$ cat src/rtl/sgd_pkg.sv
package sgd_pkg;
  // one sampled strobe transition, split by direction
  typedef struct packed {
    logic rise;
    logic fall;
  } strobe_ev_t;
endpackage

$ cat src/rtl/sgd_gate.sv
module sgd_gate
  import sgd_pkg::*;
#(
  parameter int BURST_EDGES = 8
) (
  input  logic clk,
  input  logic rst_n,
  input  logic strobe_in,
  input  logic gate_en,
  output logic take,
  output logic restart
);
  localparam int CW = $clog2(BURST_EDGES + 1);
  localparam logic [CW-1:0] BUDGET = CW'(BURST_EDGES);
  localparam logic [CW-1:0] ONE    = CW'(1);

  logic          strobe_q, gate_q;
  logic [CW-1:0] left_q, left_d;
  strobe_ev_t    ev;
  logic          window;

  always_comb begin
    ev.rise = strobe_in & ~strobe_q;
    ev.fall = ~strobe_in & strobe_q;
    restart = gate_en & ~gate_q;
    window  = gate_en & (restart | (left_q != '0));
    take    = window & (ev.rise | ev.fall);
    left_d  = left_q;
    if (!gate_en)      left_d = '0;
    else if (restart)  left_d = take ? (BUDGET - ONE) : BUDGET;
    else if (take)     left_d = left_q - ONE;
  end

  always_ff @(posedge clk or negedge rst_n) begin
    if (!rst_n) begin
      strobe_q <= 1'b0;
      gate_q   <= 1'b0;
      left_q   <= '0;
    end else begin
      strobe_q <= strobe_in;
      gate_q   <= gate_en;
      left_q   <= left_d;
    end
  end
endmodule

$ cat src/rtl/sgd_assemble.sv
module sgd_assemble #(
  parameter int PINS   = 4,
  parameter int SLICES = 4
) (
  input  logic                   clk,
  input  logic                   rst_n,
  input  logic                   take,
  input  logic                   restart,
  input  logic                   sdr_mode,
  input  logic [PINS-1:0]        pin_data,
  output logic                   push,
  output logic [PINS*SLICES-1:0] push_word
);
  localparam int W  = PINS * SLICES;
  localparam int SW = (SLICES > 1) ? $clog2(SLICES) : 1;
  localparam logic [SW-1:0] LAST = SW'(SLICES - 1);
  localparam logic [SW-1:0] ONE  = SW'(1);

  logic [SW-1:0] slot_q, slot_d, slot_cur;
  logic          odd_q, odd_d, odd_cur;
  logic [W-1:0]  word_q, merged;
  logic          keep;

  always_comb begin
    slot_cur = restart ? '0   : slot_q;
    odd_cur  = restart ? 1'b0 : odd_q;
    keep     = take & ~(sdr_mode & odd_cur);
    push     = keep & (slot_cur == LAST);
    slot_d   = slot_cur;
    if (keep) slot_d = (slot_cur == LAST) ? '0 : (slot_cur + ONE);
    odd_d    = take ? ~odd_cur : odd_cur;
  end

  // place the incoming slice into its slot, earliest slot lowest
  for (genvar g = 0; g < SLICES; g++) begin : g_slot
    assign merged[g*PINS +: PINS] =
      (slot_cur == SW'(g)) ? pin_data : word_q[g*PINS +: PINS];
  end

  assign push_word = merged;

  always_ff @(posedge clk or negedge rst_n) begin
    if (!rst_n) begin
      slot_q <= '0;
      odd_q  <= 1'b0;
    end else begin
      slot_q <= slot_d;
      odd_q  <= odd_d;
    end
  end

  always_ff @(posedge clk or negedge rst_n) begin
    if (!rst_n)     word_q <= '0;
    else if (keep)  word_q <= merged;
  end
endmodule

$ cat src/rtl/sgd_rfifo.sv
module sgd_rfifo #(
  parameter int W     = 16,
  parameter int DEPTH = 4
) (
  input  logic         clk,
  input  logic         rst_n,
  input  logic         push,
  input  logic [W-1:0] push_word,
  input  logic         rd_en,
  output logic [W-1:0] rd_data,
  output logic         rd_valid,
  output logic         empty,
  output logic         full,
  output logic         overflow
);
  localparam int AW = (DEPTH > 1) ? $clog2(DEPTH) : 1;
  localparam int CW = $clog2(DEPTH + 1);
  localparam logic [AW-1:0] LASTA = AW'(DEPTH - 1);
  localparam logic [AW-1:0] ONEA  = AW'(1);
  localparam logic [CW-1:0] ONEC  = CW'(1);
  localparam logic [CW-1:0] CAP   = CW'(DEPTH);

  logic [W-1:0]  mem [DEPTH];
  logic [AW-1:0] wp_q, wp_d, rp_q, rp_d;
  logic [CW-1:0] cnt_q, cnt_d;
  logic          pop, wr, ovf_set;

  always_comb begin
    empty   = (cnt_q == '0);
    full    = (cnt_q == CAP);
    pop     = rd_en & ~empty;
    wr      = push & (~full | pop);
    ovf_set = push & full & ~pop;
    wp_d    = wr  ? ((wp_q == LASTA) ? '0 : (wp_q + ONEA)) : wp_q;
    rp_d    = pop ? ((rp_q == LASTA) ? '0 : (rp_q + ONEA)) : rp_q;
    case ({wr, pop})
      2'b10:   cnt_d = cnt_q + ONEC;
      2'b01:   cnt_d = cnt_q - ONEC;
      default: cnt_d = cnt_q;
    endcase
  end

  // storage without reset; each entry has its own write enable
  for (genvar e = 0; e < DEPTH; e++) begin : g_ent
    always_ff @(posedge clk) begin
      if (wr && (wp_q == AW'(e))) mem[e] <= push_word;
    end
  end

  always_ff @(posedge clk or negedge rst_n) begin
    if (!rst_n) begin
      wp_q     <= '0;
      rp_q     <= '0;
      cnt_q    <= '0;
      overflow <= 1'b0;
      rd_valid <= 1'b0;
    end else begin
      wp_q     <= wp_d;
      rp_q     <= rp_d;
      cnt_q    <= cnt_d;
      overflow <= overflow | ovf_set;
      rd_valid <= pop;
    end
  end

  always_ff @(posedge clk or negedge rst_n) begin
    if (!rst_n)    rd_data <= '0;
    else if (pop)  rd_data <= mem[rp_q];
  end
endmodule

$ cat src/rtl/strobe_capture_deser.sv
module strobe_capture_deser #(
  parameter int PINS        = 4,
  parameter int SLICES      = 4,
  parameter int DEPTH       = 4,
  parameter int BURST_EDGES = 2 * SLICES
) (
  input  logic                   clk,
  input  logic                   rst_n,
  input  logic                   strobe_in,
  input  logic                   gate_en,
  input  logic                   sdr_mode,
  input  logic [PINS-1:0]        pin_data,
  input  logic                   rd_en,
  output logic [PINS*SLICES-1:0] rd_data,
  output logic                   rd_valid,
  output logic                   fifo_empty,
  output logic                   fifo_full,
  output logic                   overflow
);
  localparam int W = PINS * SLICES;

  logic         take, restart, push;
  logic [W-1:0] push_word;

  sgd_gate #(.BURST_EDGES(BURST_EDGES)) u_gate (
    .clk(clk), .rst_n(rst_n), .strobe_in(strobe_in), .gate_en(gate_en),
    .take(take), .restart(restart)
  );

  sgd_assemble #(.PINS(PINS), .SLICES(SLICES)) u_asm (
    .clk(clk), .rst_n(rst_n), .take(take), .restart(restart),
    .sdr_mode(sdr_mode), .pin_data(pin_data),
    .push(push), .push_word(push_word)
  );

  sgd_rfifo #(.W(W), .DEPTH(DEPTH)) u_fifo (
    .clk(clk), .rst_n(rst_n), .push(push), .push_word(push_word),
    .rd_en(rd_en), .rd_data(rd_data), .rd_valid(rd_valid),
    .empty(fifo_empty), .full(fifo_full), .overflow(overflow)
  );
endmodule

$ cat config.mk
export PLATFORM = sky130hd
export DESIGN_NAME = strobe_capture_deser
export DESIGN_NICKNAME = d
export VERILOG_FILES = /design/src/rtl/sgd_pkg.sv /design/src/rtl/sgd_gate.sv /design/src/rtl/sgd_assemble.sv /design/src/rtl/sgd_rfifo.sv /design/src/rtl/strobe_capture_deser.sv
export SDC_FILE = /design/constraint.sdc
export NUM_CORES = 1
export LEC_CHECK = 0
export BUFFER_PORTS_ARGS = -buffer_cell sky130_fd_sc_hd__buf_4
export CAP_MARGIN = 0
export CORE_ASPECT_RATIO = 0.7
export CORE_MARGIN = 2
export CORE_UTILIZATION = 64
export CTS_CLUSTER_DIAMETER = 120
export DETAILED_ROUTE_END_ITERATION = 10
export PLACE_DENSITY = 0.8
export SLEW_MARGIN = 20
export SYNTH_ARGS = -nofsm -noshare
export SYNTH_HDL_FRONTEND = slang
export SYNTH_SLANG_ARGS = --single-unit
$ cat constraint.sdc
create_clock -name clk -period 6.8 [get_ports clk]
set_input_delay 1.02 -clock clk [delete_from_list [all_inputs] [get_ports clk]]
set_output_delay 1.02 -clock clk [all_outputs]
set_load 0.05 [all_outputs]
# Word-level counts from Yosys, hierarchy flattened
# Memory sizes are Yosys's and may differ from the RTL's. A register that Yosys moved wholly into a read port is not among the register bits.
# Index checks and enable logic that the tools add are counted.
# totals
reg_bits,34
mem_bits_rw,64
inputBits,10
wordCells,99
mem_count,1
# memory_table
name,words,word_bits,read_ports,rd_ports_with_merged_regs,wr,line_no,text
u_fifo.mem,4,16,1,1,1,sgd_rfifo.sv:23,logic [W-1:0] mem [DEPTH];
# op_classes
n_addsub,6
n_eq_ne,11
mux,33
n_bitwise,24
n_reduce_logical,13
# op_table
cell,n
16-bit two-way mux,3
16-bit OR reduction,3
4-bit two-way mux,8
2-bit two-way mux,8
1-bit two-way mux,13
1-bit AND,12
2-bit == test (second input constant),6
1-bit inverter,8
2-bit by 1-bit adder with 2-bit output (second input constant),3
2-bit by 1-bit == test with 1-bit output (second input constant),3
3-bit one-hot mux with 2 select lines,1
1-bit logical AND,4
2-bit logical NOT,2
1-bit OR,4
4-bit nonzero test,1
4-bit by 1-bit subtractor with 4-bit output (second input constant),1
3-bit by 1-bit adder with 3-bit output (second input constant),1
3-bit == test (second input constant),1
3-bit logical NOT,1
3-bit by 1-bit != test with 1-bit output (second input constant),1
3-bit by 1-bit subtractor with 3-bit output (second input constant),1
2-bit nonzero test,1
1-bit logical NOT,1

# Logic depth before layout (Yosys ltp)
# Gate-level depths: netlist (run 1).
# depth
depth_word,15
ltp_mapped,13
ltp_nobuf,12

# Modules after synthesis
# Synthesis (run 1) repeated with hierarchy kept, for this count alone.
# hier_totals
cells_unflattened,285
hier_area_um2,4918.5
# modules_own_cells
module,instances,cells_each,area_each_um2,seq_area_each_um2
sgd_rfifo,1,179,3572.2,2547.4
sgd_assemble,1,71,1003.5,475.5
sgd_gate,1,35,342.8,150.1

# Least setup slack after synthesis (run 1)
# Ideal clock, no wire load.
# synth_timing
path_type,reg-to-reg
start,reg u_fifo.cnt_q[0]
end,reg u_fifo.cnt_q[1]
t_arrival_ns,2.800
t_required_ns,6.717
setup_slack_ns,3.918
stages_incl_launch_ff,9
cell_sequence,dfrtp_1 nor3_1 nand2b_1 buf_2 inv_1 ha_1 inv_1 fa_1 o21ai_0
# synth_between
elab_chain_len,7
word_cells_on_any_way,13
# synth_rtl
item,line_no,text
"start, declared",sgd_rfifo.sv:25,"logic [CW-1:0] cnt_q, cnt_d;"
"start signal, assigned",sgd_rfifo.sv:60,cnt_q <= cnt_d;
3-bit logical NOT (*),sgd_rfifo.sv:29,empty = (cnt_q == '0);
net fifo_empty,strobe_capture_deser.sv:16,"output logic fifo_empty,"
1-bit inverter (*),sgd_rfifo.sv:31,pop = rd_en & ~empty;
1-bit AND (*),sgd_rfifo.sv:31,
net u_fifo.pop,sgd_rfifo.sv:26,"logic pop, wr, ovf_set;"
1-bit OR,sgd_rfifo.sv:32,wr = push & (~full | pop);
1-bit AND,sgd_rfifo.sv:32,
2-bit by 1-bit == test with 1-bit output / 2-bit == test (equally long branches),sgd_rfifo.sv:36,"case ({wr, pop})"
3-bit one-hot mux with 2 select lines / 2-bit nonzero test (equally long branches),--,
# Mark *: on every way through the listed nets, which the timed path passes. The rest lies on a longest branch.
# A chain may end at the register's enable or synchronous reset.

# Worst setup path in the final report (run 1)
# layout_timing
start,reg u_fifo.cnt_q[0]
end,reg u_fifo.cnt_q[2]
# layout_between
elab_chain_len,7
word_cells_on_any_way,13
# layout_rtl
item,line_no
3-bit logical NOT (*),sgd_rfifo.sv:29
1-bit inverter (*),sgd_rfifo.sv:31
1-bit AND (*),sgd_rfifo.sv:31
net u_fifo.pop,sgd_rfifo.sv:26
1-bit OR,sgd_rfifo.sv:32
1-bit AND,sgd_rfifo.sv:32
2-bit by 1-bit == test with 1-bit output / 2-bit == test (equally long branches),sgd_rfifo.sv:36
3-bit one-hot mux with 2 select lines / 2-bit nonzero test (equally long branches),--
# Marks and branches as above.

==> key figures, run 1 <==
Run status
  • Status: finished, final reports clean

Synth
  • Unique masters post-synth: 33
  • Mux share of post-synthesis cell area: between 20 and 25%
  • XOR/XNOR Fraction of Synth Area: approximately 1.5%
  • EDFF count, synth: 64
  • Mean Syn Cell Area: about 18 um^2
  • Synth Register Bits: between 100 and 150
  • Post-Syn Nets: around 290
  • Post-Syn Area: 4710 um^2
  • Seq/Total Area, Yosys: a little under 70%
  • Asr flop ratio synth: 43.9%
  • Synth Area in Compound Gates: 1.54%
  • Largest family of logic cells by synthesized area: multiplexers
  • Post-Synth Simple-Gate Area: under 10%
  • Most used DFF post-synth: edfxtp_1
  • Syn Inst Count: between 200 and 300
  • Adder-Cell Fraction of Synth Area: under 10%
  • Yosys warning total: 0

Min path
  • HP Class: flop to flop

STA
  • Clock skew: 11.3 ps
  • Final period util: about 41%
  • Unrepaired setup endpoints after global routing: false
  • Crit path time final: between 2000 and 3000 ps
  • Final Max Slew Viols: 0
  • Hold Fails Final Rpt: 0
  • Worst Tran Pin Value: around 1100 ps
  • Max_slew headroom: between 20% and 30%
  • WHS: between 400 and 500 ps
  • Setup TNS: 0 ps
  • Fmax: between 300 and 400 MHz
  • Finish-stage setup viols: 0

Die
  • Die height: about 76 um
  • Initial Utilization: roughly 65%
  • Site Rows: 26
  • # IOs: 30
  • Total Die Area: 8080 um^2
  • Die X-Extent: between 100 and 150 um
  • CORE AREA: 7220 um^2

Placed design
  • Buffers on Ports: 29
  • Routability cong.: between 0.7 and 0.8
  • # placed instances: ~390
  • Post-DP HPWL: roughly 5.2 mm

Global route
  • Vias in the first global route: 2435
  • Largest net degree at the start of global routing: about 50
  • First-pass GRT wire length: ~14 mm
  • Grt ovf: 0
  • Gr usage total: roughly 24%
  • Initial antenna violation count: 0

Setup path
  • Worst Path Max Fanout: 20
  • Required time of the worst setup path: roughly 7200 ps
  • Setup CP Type: flop to flop
  • CP cell instances: nor3_1 -> nand2b_1 -> inv_1 -> ha_1 -> inv_1 -> fa_1 -> xor2_1 -> nor2_1 -> xor2_1
  • Launching element type of the critical path: flop
  • CP endpoint kind: flop
  • Worst path slowest cell: nand2b_1
  • WP data arrival: 3190 ps
  • Max stage delay on crit path: approximately 860 ps

Drt
  • Starting DRT DRC Count: around 140
  • Pre-antenna DRT Iters: 4
  • WL final: around 9 mm
  • Routed vias: approximately 2500
  • DR vias/cell: ~5.9
  • # DRC: 0
  • Antenna Nets Post-Route: 0
  • Routed len/inst: about 21 um

Final layout
  • Area delta synth->final: 19.9%
  • Final Core Density: ~78%
  • Sequential cell area: 3170 um^2
  • Number of diodes: 0
  • Multi-input logic area: 1440 um^2
  • Layout Cells excl Fill: ~420
  • Fillers: a little under 400
  • Ratio of cells with drive above 1 in the final layout: about two fifths
  • NumNets Final: roughly 330

Power and ir drop
  • Leak: 2.25 nW
  • Peak VDD IR: approximately 260 uV
  • Total power: 0.00282 W
  • Pwr per Cell Area: about 500 nW/um^2

CTS
  • Hold buffer count at CTS: 0
  • Root Buffer: clkbuf_8
  • CTS Sinks: 114
  • Htree depth: 4
  • CTS Buf Count: 17
  • Post-CTS sizing: 0
  • CTS tree: built
  • Max clock buf depth: 2
  • Reg clk slew, reported paths: roughly 60 ps
  • Postcts setup bufs: 0
  • Clk_lat worst skew: roughly 500 ps

Run
  • Max_cap viols: 0
## metrics by stage
| step | worst slack [ps] | area, um^2 |
|---|---|---|
| 2_1_floorplan | 3920 | 4710 |
| 3_3_place_gp | 3630 | 5010 |
| 3_5_place_dp | 3560 | 5010 |
| 4_1_cts | 3980 | 5650 |
| 5_1_grt | 3810 | 5650 |
| 6_report | 3990 | 5650 |
## per-layer routing
| layer | track usage [%] | vias up | share of wire [%] |
|---|---|---|---|
| li1 | - | 1083 | - |
| met1 | 34.2 | 1281 | 45 |
| met2 | 36.7 | 93 | 47 |
| met3 | 6.84 | 8 | 7.1 |
| met4 | 10.8 | 0 | 1.2 |
| met5 | 0 | - | 0 |
## worst max-delay path, delay by kind of cell (launching register included)
kind / cells / cell delay (ps)
flops: 1 / 440
buf+inv: 2 / 270
xor+xnor: 2 / 290
simple gates: 3 / 1210
fa+ha+maj: 2 / 460
## flip-flops by register name, indices dropped and copies added, names as in the netlist, 2 cells and up
register / count
u_fifo.wp_q: 2
u_fifo.cnt_q: 3
u_fifo.rp_q: 2
u_asm.word_q: 16
u_gate.left_q: 4
u_fifo.mem: 64
u_asm.slot_q: 2
u_fifo.rd_data: 16
## placed cells by master (no fill, tap or decap), drive strengths merged
| cell | instances |
|---|---|
| nand3 | 1 |
| dfrtp | 50 |
| nand2b | 2 |
| mux2 | 52 |
| a41o | 1 |
| and4bb | 1 |
| inv | 14 |
| nor2 | 7 |
| xnor2 | 2 |
| a21oi | 3 |
| edfxtp | 64 |
| a31oi | 2 |
| ha | 11 |
| bufinv | 5 |
| and2 | 4 |
| nor3 | 3 |
| clkbuf | 20 |
| nand3b | 1 |
| nor4b | 2 |
| and3 | 1 |
| xor2 | 5 |
| mux2i | 1 |
| o22a | 1 |
| nand2 | 6 |
| a21o | 1 |
| o21ai | 2 |
| nor3b | 1 |
| clkinvlp | 2 |
| clkinv | 4 |
| a311oi | 1 |
| buf | 30 |
| nand4b | 2 |
| mux4 | 16 |
| fa | 1 |
## logic make-up after synthesis
| logic type | after synthesis |
|---|---|
| multiplexers | 69 |
| adder cells (fa/ha/maj) | 12 |
| flip-flops | 114 |
| buffers and inverters | 22 |
| AO/OA/AOI/OAI | 11 |
| AND/OR/NAND/NOR | 31 |
| XOR/XNOR | 7 |
## path summary, 6_finish.rpt
path / startpoint / to / slack (ps) / depth (start not counted)
max: u_fifo.cnt_q[0] / u_fifo.cnt_q[2] / 3990 / 9
min: u_asm.word_q[5] / u_asm.word_q[5] / 500 / 1
max reg2reg: u_fifo.cnt_q[0] / u_fifo.cnt_q[2] / 3990 / 9
min reg2reg: u_asm.word_q[5] / u_asm.word_q[5] / 500 / 1
max in group asynchronous: rst_n / u_fifo.rp_q[0] / 5810 / 1
min in group asynchronous: rst_n / u_fifo.rd_data[6] / 530 / 1
## cells in the mapped netlist (3+ instances only)
master	instances	area share [%]
edfxtp_1	64	41
nor3_1	3	0.32
inv_1	13	1.0
mux4_2	16	7.6
nor2_1	7	0.56
ha_1	11	2.9
and2_1	4	0.53
buf_2	7	0.74
xor2_1	4	0.74
nand2_1	6	0.48
dfrtp_1	50	27
a21oi_1	3	0.32
mux2_2	52	12
## where the power goes
group	switching, W	total (W)	internal [W]	leakage (nW)
logic	0.000461	0.000812	0.000351	0.747
registers	0.000123	0.00104	0.000919	1.20
clock network	0.000317	0.000961	0.000644	0.306
total	0.000902	0.00282	0.00191	2.25
## final cells by class
cell class | instances | area share [%]
Clock buffer | 20 | 7.70
Clock inverter | 12 | 3.63
Tap cell | 98 | 2.17
Inverter | 13 | 0.863
Multi-Input combinational cell | 130 | 25.5
Sequential cell | 114 | 56.2
Timing Repair Buffer | 30 | 3.98
No activity file was read; power rests on OpenSTA's default activity.
==> run 2: changes to the inputs <==
--- a/config.mk
+++ b/config.mk
@@ -9,10 +9,10 @@
 export CAP_MARGIN = 0
 export CORE_ASPECT_RATIO = 0.7
 export CORE_MARGIN = 2
-export CORE_UTILIZATION = 64
+export CORE_UTILIZATION = 60
 export CTS_CLUSTER_DIAMETER = 120
 export DETAILED_ROUTE_END_ITERATION = 10
-export PLACE_DENSITY = 0.8
+export PLACE_DENSITY = 0.76
 export SLEW_MARGIN = 20
 export SYNTH_ARGS = -nofsm -noshare
 export SYNTH_HDL_FRONTEND = slang
==> constraint.sdc (replaced) <==
create_clock -name clk -period 2.8 [get_ports clk]
set_input_delay 0.42 -clock clk [delete_from_list [all_inputs] [get_ports clk]]
set_output_delay 0.42 -clock clk [all_outputs]
set_load 0.05 [all_outputs]
==> run 2 against run 1 <==
  * Cell count grew 2.6%
  * Largest power group unchanged
  * Sequential power rose by 140%
  * Flip-flop and latch count unchanged
  * Setup slack lost 3600 ps
  * Highest routed layer unchanged
  * Power is 130% higher
==> key figures, run 2 (synthesized netlist as in run 1, its figures left out) <==
Run status
  • Status: finished, final reports clean

Power and ir drop
  • Total power: between 0.006 and 0.007 W
  • Pwr per Cell Area: ~1100 nW/um^2
  • Sw Ratio: 32.2%
  • Gate power share: roughly a third
  • Sequential share of power: roughly 39%
  • NetSw: between 0.002 and 0.0025 W
  • Leak: roughly 2.3 nW
  • Clock network power share: between 20% and 30%
  • Internal power: around 0.0043 W
  • Peak VDD IR: 736 uV

Final layout
  • Most common cell after layout, fill and taps aside: edfxtp_1
  • Max FFs per register: between 60 and 70
  • Commonest cells after routing, fill and taps aside: edfxtp_1 (64), mux2_2 (52), dfrtp_1 (50), buf_4 (40)
  • Sequential cell area: between 3000 and 4000 um^2
  • Fillers: between 400 and 500
  • Ratio of cells with drive above 1 in the final layout: about two fifths
  • NumNets Final: ~340
  • Multi-input logic area: 1450 um^2
  • Area delta synth->final: 19.3%
  • Largest Register: u_fifo.mem
  • Number of diodes: 0
  • Largest regs: u_fifo.mem: 64 flops, u_asm.word_q: 16 flops, u_fifo.rd_data: 16 flops

STA
  • Max_slew headroom: between 50% and 60%
  • Final worst setup slack: 349 ps
  • Hold Fails Final Rpt: 0
  • Final Max Slew Viols: 0
  • Clock skew: roughly 6.1 ps
  • Worst Tran Pin Value: 664 ps
  • Unrepaired setup endpoints after global routing: false
  • WHS: 51.1 ps
  • Final period util: 87.5%
  • Fmax: 408 MHz
  • Finish-stage setup viols: 0
  • Setup TNS: 0 ps
  • Crit path time final: roughly 2500 ps

Drt
  • Routed len/inst: about 20 um
  • Pre-antenna DRT Iters: 4
  • Routed vias: around 2500
  • WL final: between 8 and 9 mm
  • DR vias/cell: roughly 5.8
  • # DRC: 0
  • Antenna Nets Post-Route: 0
  • Starting DRT DRC Count: between 150 and 200

Global route
  • Initial antenna violation count: 0
  • First-pass GRT wire length: 14.1 mm
  • Gr usage total: a little under a quarter
  • Vias in the first global route: between 2000 and 3000
  • Grt ovf: 0
  • Largest net degree at the start of global routing: just over 50

Die
  • Die height: between 70 and 80 um
  • Total Die Area: 8590 um^2
  • CORE AREA: around 7400 um^2
  • Site Rows: 26
  • Die X-Extent: 110 um
  • # IOs: 30
  • Initial Utilization: between 60% and 70%

CTS
  • CTS tree: built
  • Clk_lat worst skew: approximately 510 ps
  • Max clock buf depth: 2
  • Post-CTS sizing: 0
  • CTS Sinks: 114
  • Reg clk slew, reported paths: roughly 50 ps
  • Htree depth: 4
  • CTS Buf Count: 17
  • Root Buffer: clkbuf_8
  • Postcts setup bufs: 0

Setup path
  • R2R depth: 12
  • WP data arrival: 2890 ps
  • Required time of the worst setup path: 3240 ps
  • Max stage delay on crit path: around 480 ps
  • Crit-path most repeated cell: inv_1
  • CP Depth: 12
  • Setup CP Type: flop to flop
  • Launching element type of the critical path: flop
  • CP cell instances: nand2b_1 -> nand2_1 -> inv_1 -> ha_1 -> nor3b_4 -> inv_1 -> ha_1 -> inv_1 -> fa_1 -> xor2_1 -> nor2_1 -> xor2_1
  • CP Buf/Inv Count: 3
  • Worst path slowest cell: dfrtp_1
  • Kind of cell adding the most delay to the critical path: adder cells
  • Worst Path Max Fanout: 11
  • CP endpoint kind: flop

Placed design
  • Pre-CTS worst setup slack: 364 ps
  • Post-DP HPWL: roughly 5 mm
  • Buffers on Ports: 29
  • Routability cong.: a little over 0.8

Run
  • Max_cap viols: 0

Min path
  • HP Class: input pin to flop
  • Worst Hold Depth: 1
run 2: changes by cell type in the layout (fill, tap and decap cells not counted), moves of 2 or more:
cell,change
bufinv_16,-4
clkinv_4,-3
clkbuf_1,+4
clkinv_1,+2
clkinvlp_4,-2
buf_4,+10
clkinv_2,+3
run 2: per-stage QoR:
stage          util [%]  cells  instance area (um^2)
5_1_grt            75.5    428                  5620
6_report           75.5    428                  5620
3_3_place_gp       68.3    395                  5090
4_1_cts            75.5    428                  5620
2_1_floorplan         -    266                  4720
3_5_place_dp       68.3    395                  5090
run 2: worst reg2reg max path: cells and delay by family, from the launching register on:
family,cells,cell delay [ps]
xor gates and xnor gates,2,300
adders and majority gates,3,770
buffers and inverters,3,200
DFF,1,480
and+or+nand+nor,4,630
run 2: final timing paths:
kind,to,slack (ps),startpoint
max,u_fifo.cnt_q[2],350,u_gate.gate_q
min in group asynchronous,u_fifo.rp_q[1],480,rst_n
min,u_gate.gate_q,50,gate_en
max in group asynchronous,u_asm.word_q[10],1860,rst_n
min reg2reg,u_fifo.overflow,470,u_fifo.overflow
max reg2reg,u_fifo.cnt_q[2],350,u_gate.gate_q
run 2: routing by layer:
layer | share of wire, % | vias to the layer above | track usage, %
li1 | - | 1106 | -
met1 | 46 | 1300 | 32.3
met2 | 48 | 67 | 35.0
met3 | 4.6 | 11 | 8.31
met4 | 1.1 | 0 | 8.48
met5 | 0 | - | 0
run 2: power groups by stage:
stage	sequential (W)	clock [W]	combinational, W
4_1_cts	0.00245	0.00192	0.00205
3_3_place_gp	0.00245	0	0.00198
5_1_grt	0.00250	0.00201	0.00219
3_5_place_dp	0.00247	0	0.00203
2_1_floorplan	0.00284	0	0.00110
6_report	0.00245	0.00189	0.00203
run 2: layout make-up:
type	instances	share of cell area [%]
Sequential cell	114	56.4
Multi-Input combinational cell	130	25.7
Clock buffer	25	8.26
Timing Repair Buffer	41	5.52
Tap cell	98	2.18
Clock inverter	7	1.02
Inverter	13	0.868
run 2: what timing repair did:
action                                  4_1_cts  5_1_grt
hold buffers                                  1        0
endpoints found under the setup margin        0        0
endpoints found under the hold margin        50        0
